<file path="config.mk">
export PLATFORM = sky130hd
export DESIGN_NAME = bus_owner_arb
export DESIGN_NICKNAME = d
export VERILOG_FILES = /design/src/rtl/arb_pkg.sv /design/src/rtl/arb_cfg_regs.sv /design/src/rtl/arb_ref_pend.sv /design/src/rtl/arb_pick.sv /design/src/rtl/bus_owner_arb.sv
export SDC_FILE = /design/constraint.sdc
export NUM_CORES = 1
export LEC_CHECK = 0
export CORE_AREA = 2 2 39 41
export CTS_CLUSTER_SIZE = 14
export DETAILED_ROUTE_END_ITERATION = 7
export DIE_AREA = 0 0 41 43
export DONT_BUFFER_PORTS = 1
export PLACE_DENSITY = 0.52
export SYNTH_ARGS = -nofsm -noshare
export SYNTH_HDL_FRONTEND = slang
export SYNTH_HIERARCHICAL = 1
export SYNTH_SLANG_ARGS = --single-unit
</file>
<file path="constraint.sdc">
create_clock -name clk -period 1.5 [get_ports clk]
set_input_delay 0.075 -clock clk [delete_from_list [all_inputs] [get_ports clk]]
set_output_delay 0.075 -clock clk [all_outputs]
set_load 0.005 [all_outputs]
</file>
<file path="src/rtl/arb_pkg.sv">
package arb_pkg;
  localparam int NUM_REQ = 4;
  localparam int IDX_EXT = 0;
  localparam int IDX_REF = 1;
  localparam int IDX_DMA = 2;
  localparam int IDX_CPU = 3;
  typedef logic [NUM_REQ-1:0] grant_t;
  localparam grant_t GRANT_RESET = grant_t'(1) << IDX_CPU;
endpackage

</file>
<file path="src/rtl/arb_cfg_regs.sv">
module arb_cfg_regs (
  input  logic clk,
  input  logic rst,
  input  logic we,
  input  logic ext_en_in,
  input  logic burst_pri_in,
  output logic ext_en,
  output logic burst_pri
);
  always_ff @(posedge clk) begin
    if (rst) begin
      ext_en    <= 1'b0;
      burst_pri <= 1'b0;
    end else if (we) begin
      ext_en    <= ext_en_in;
      burst_pri <= burst_pri_in;
    end
  end
endmodule

</file>
<file path="src/rtl/arb_ref_pend.sv">
module arb_ref_pend (
  input  logic clk,
  input  logic rst,
  input  logic req_in,
  input  logic served,
  output logic active
);
  logic pend_q;

  assign active = pend_q | req_in;

  always_ff @(posedge clk) begin
    if (rst) pend_q <= 1'b0;
    else     pend_q <= served ? 1'b0 : active;
  end

  // a raised request is held until it is served
  assert_pend_hold_R8: assert property (@(posedge clk) disable iff (rst)
    (active && !served) |=> active);
endmodule

</file>
<file path="src/rtl/arb_pick.sv">
module arb_pick #(
  parameter int N = 4
) (
  input  logic [N-1:0] req,
  output logic [N-1:0] gnt
);
  logic [N-1:0] seen;

  generate
    for (genvar i = 0; i < N; i++) begin : g_rank
      if (i == 0) begin : g_top
        assign seen[i] = req[i];
        assign gnt[i]  = req[i];
      end else begin : g_rest
        assign seen[i] = seen[i-1] | req[i];
        assign gnt[i]  = req[i] & ~seen[i-1];
      end
    end
  endgenerate
endmodule

</file>
<file path="src/rtl/bus_owner_arb.sv">
module bus_owner_arb
  import arb_pkg::*;
(
  input  logic       clk,
  input  logic       rst,
  input  logic       ext_req,
  input  logic       ref_req,
  input  logic       dma_req,
  input  logic       cpu_req,
  input  logic       xfer_done,
  input  logic       burst_last,
  input  logic       slave_mode,
  input  logic       cfg_we,
  input  logic       cfg_ext_en,
  input  logic       cfg_burst_pri,
  output logic [3:0] grant,
  output logic       ext_ack
);
  logic   ext_en_q, burst_pri_q;
  logic   ref_active, ref_served;
  logic   boundary, locked, ext_ok;
  grant_t grant_q, cand, pick, grant_d;
  logic   ack_q;

  arb_cfg_regs u_cfg (
    .clk(clk), .rst(rst), .we(cfg_we),
    .ext_en_in(cfg_ext_en), .burst_pri_in(cfg_burst_pri),
    .ext_en(ext_en_q), .burst_pri(burst_pri_q)
  );

  arb_ref_pend u_ref (
    .clk(clk), .rst(rst), .req_in(ref_req),
    .served(ref_served), .active(ref_active)
  );

  assign boundary = xfer_done
                  | (grant_q[IDX_EXT] & ~ext_req)
                  | (grant_q[IDX_CPU] & ~cpu_req);
  assign locked   = burst_pri_q & grant_q[IDX_DMA] & ~burst_last;
  assign ext_ok   = ext_req & (ext_en_q | slave_mode);

  always_comb begin
    cand          = '0;
    cand[IDX_EXT] = ext_ok & ~locked;
    cand[IDX_REF] = ref_active & ~locked;
    cand[IDX_DMA] = dma_req;
    cand[IDX_CPU] = 1'b1;
  end

  arb_pick #(.N(NUM_REQ)) u_pick (.req(cand), .gnt(pick));

  assign grant_d    = boundary ? pick : grant_q;
  assign ref_served = boundary & pick[IDX_REF];

  always_ff @(posedge clk) begin
    if (rst) begin
      grant_q <= GRANT_RESET;
      ack_q   <= 1'b0;
    end else begin
      grant_q <= grant_d;
      ack_q   <= grant_d[IDX_EXT];
    end
  end

  assign grant   = grant_q;
  assign ext_ack = ack_q;

  assert_onehot_R2: assert property (@(posedge clk) disable iff (rst)
    $countones(grant) == 1);

  assert_hold_R3: assert property (@(posedge clk) disable iff (rst)
    (!xfer_done && !(grant[IDX_EXT] && !ext_req) && !(grant[IDX_CPU] && !cpu_req))
      |=> $stable(grant));

  assert_ignore_R5: assert property (@(posedge clk) disable iff (rst)
    (!ext_en_q && !slave_mode && !grant[IDX_EXT]) |=> !grant[IDX_EXT]);

  assert_lock_R7: assert property (@(posedge clk) disable iff (rst)
    (burst_pri_q && grant[IDX_DMA] && xfer_done && !burst_last)
      |=> (!grant[IDX_EXT] && !grant[IDX_REF]));

  assert_ack_match_R10: assert property (@(posedge clk) disable iff (rst)
    ext_ack == grant[IDX_EXT]);

  assert_ack_drop_R10: assert property (@(posedge clk) disable iff (rst)
    (grant[IDX_EXT] && !ext_req) |=> !ext_ack);
endmodule

</file>
==> results.tsv <==
metric	value	unit
drive_above_1_share	12.2	%
arrival	1490	ps
ctsHoldBuffers	5	
first_global_vias	266	
cp_max_fo	3	
die_h	43	um
crit-reg2reg-launch	u_ref/pend_q	
yosys-top-cells-area	dfxtp_1 36%, mux2i_1 13%, nand2b_1 9.7%, a211oi_4 5.2%, nor2_1 4.9%	
avgViaCountPerCell	4.85	
core	1380	um2
p_total	0.000450	W
postCtsSetupBuffers	0	
period_share	86.1	%
wl_per_cell	11.2	um
cts_resized	0	
drv_cap	0	
finalWirelength	729	um
min_period	1290	ps
gp_congestion	0.728	
antenna_cells	0	
cp_cell_sequence	or2_1, nor2b_1, nor4b_2, nor2_1, o31ai_1, o41a_1	
path_buf_inv	0	
clk_pin_slew	50	ps
grt_max_degree	8	
place_hpwl	518	um
worstHoldPathType	primary input to flip-flop	
drcViolationCount	0	
cts_buffers	3	
drtPass1Iterations	4	
grt_first_pass_wirelength	1120	um
rows	14	
mostFrequentLayoutCells	7 x dfxtp_1, 7 x dlygate4sd3_1, 6 x nand2b_1	
ir_drop	0.342	mV
ant_nets	0	
tns	0	ps
path_delay_family	simple AND/OR/NAND/NOR gates	
antenna_found_initial	0	
cts_sinks	7	
start_kind	flip-flop	
ys_ff_latch	7	
synthDistinctLibCells	17	
cts_tree	done	
critPathKind	flip-flop to flip-flop	
drv_slew	0	
cp_data_required_time	1700	ps
hold_viol	0	
post-synth-top-area-fraction	36.4	%
setup_viol_count_final	0	
syn_to_final_growth	26.3	%
leakage	0.184	nW
p_per_area	925	nW/um2
port_buffers	0	
ys_seq_area_share	36.4	%
clock.fmax	775	MHz
skew	0.124	ps
syn-cell-area	385	um2
dieWidth	41	um
initialDrtViolationCount	5	
globalRouteTotalUtil	10.4	%
die-area	1760	um2
synth_nets	52	
syn_inst	40	
rsz0062_at_grt	no	
slowest_delay	290	ps
clock_latency	250	ps
endpoint_kind	flip-flop	
status	complete, no violations	
htreeDepth	1	
floorplan.initialDensity	27.8	%
cts-root-buf	clkbuf_4	
route.vias.total	315	
nNetsFinal	62	
hp-start	rst	
setup.worst_path.start	u_ref/pend_q	
synth_area_per_cell	9.63	um2
yosysTopAreaCell	dfxtp_1	
cts_buffer_depth	2	
worst_path_max_delay_cell	dfxtp_1	
overflow	0	
io_pins	17	
yosysWarnings	6	
[cells by family (layout without fill, tap and decap cells)]
| group | after synthesis | count (layout) | synth area share [%] |
|---|---|---|---|
| simple gates | 20 | 20 | 33.4 |
| flops | 7 | 7 | 36.4 |
| mux | 5 | 5 | 13.0 |
| compound gates | 4 | 4 | 11.4 |
| buf+inv | 3 | 12 | 4.87 |
| other cells | 1 | 1 | 0.973 |
[final timing paths]
kind         endpoint  slack, ps  depth (start not counted)
max          grant[3]        210                          6
min           ext_ack          6                          2
max reg2reg  grant[3]        210                          6
min reg2reg  grant[1]        490                          2
[per-stage QoR]
step	hold WS, ps	util [%]	cells	area, um2	worst slack [ps]
after floorplan	147	-	40	385	292
after global placement	150	28.2	54	390	194
after detailed placement	151	28.2	54	390	189
after CTS	1.43	33.7	63	467	183
after global routing	9.45	35.2	65	487	27.8
final	5.58	35.2	65	487	209
[power breakdown]
part / internal [W] / switching, W / total [W] / leakage (nW)
combinational: 0.0000419 / 0.0000267 / 0.0000686 / 0.111
sequential: 0.000200 / 0.0000107 / 0.000210 / 0.0579
clock: 0.000101 / 0.0000694 / 0.000171 / 0.0150
total: 0.000343 / 0.000107 / 0.000450 / 0.184
[worst register-to-register path, cell delays in order (launching register included)]
cell and delay [ps]:
dfxtp_1 290, or2_1 210, nor2b_1 160, nor4b_2 260, nor2_1 70, o31ai_1 70
o41a_1 180
[flip-flops by register name, indices dropped and copies added, names as in the netlist]
signal / cells
u_ref/pend_q: 1
u_cfg/burst_pri: 1
grant: 3
ext_ack: 1
u_cfg/ext_en: 1
[synthesized netlist by cell type]
cell	count
conb_1	1
o31ai_1	1
a211oi_4	1
nor4b_2	1
nand2_1	1
o41a_1	1
nor2b_4	1
nand2b_1	6
inv_1	1
nor2_1	5
mux2i_1	5
o21ai_0	1
dfxtp_1	7
buf_4	2
or2_1	1
nor3b_1	2
nor2b_1	3
[routing by layer]
| layer | GRT usage [%] | vias to the layer above | wire [um] | share of wire [%] |
|---|---|---|---|---|
| li1 | - | 152 | - | - |
| met3 | 10.5 | 2 | 89 | 12 |
| met5 | 0 | - | 0 | 0 |
| met2 | 11.9 | 22 | 334 | 46 |
| met4 | 6.00 | 0 | 6 | 0.82 |
| met1 | 11.6 | 139 | 298 | 41 |
[area by class of cell]
class                      count  area, um2
clock buffer                   4       26.3
timing repair buffer           7       70.1
multi-input combinational     30        226
tap                           16       20.0
sequential                     7        140
inverter                       1       3.75
fill                         157        897
No activity file was read; power rests on OpenSTA's default activity.
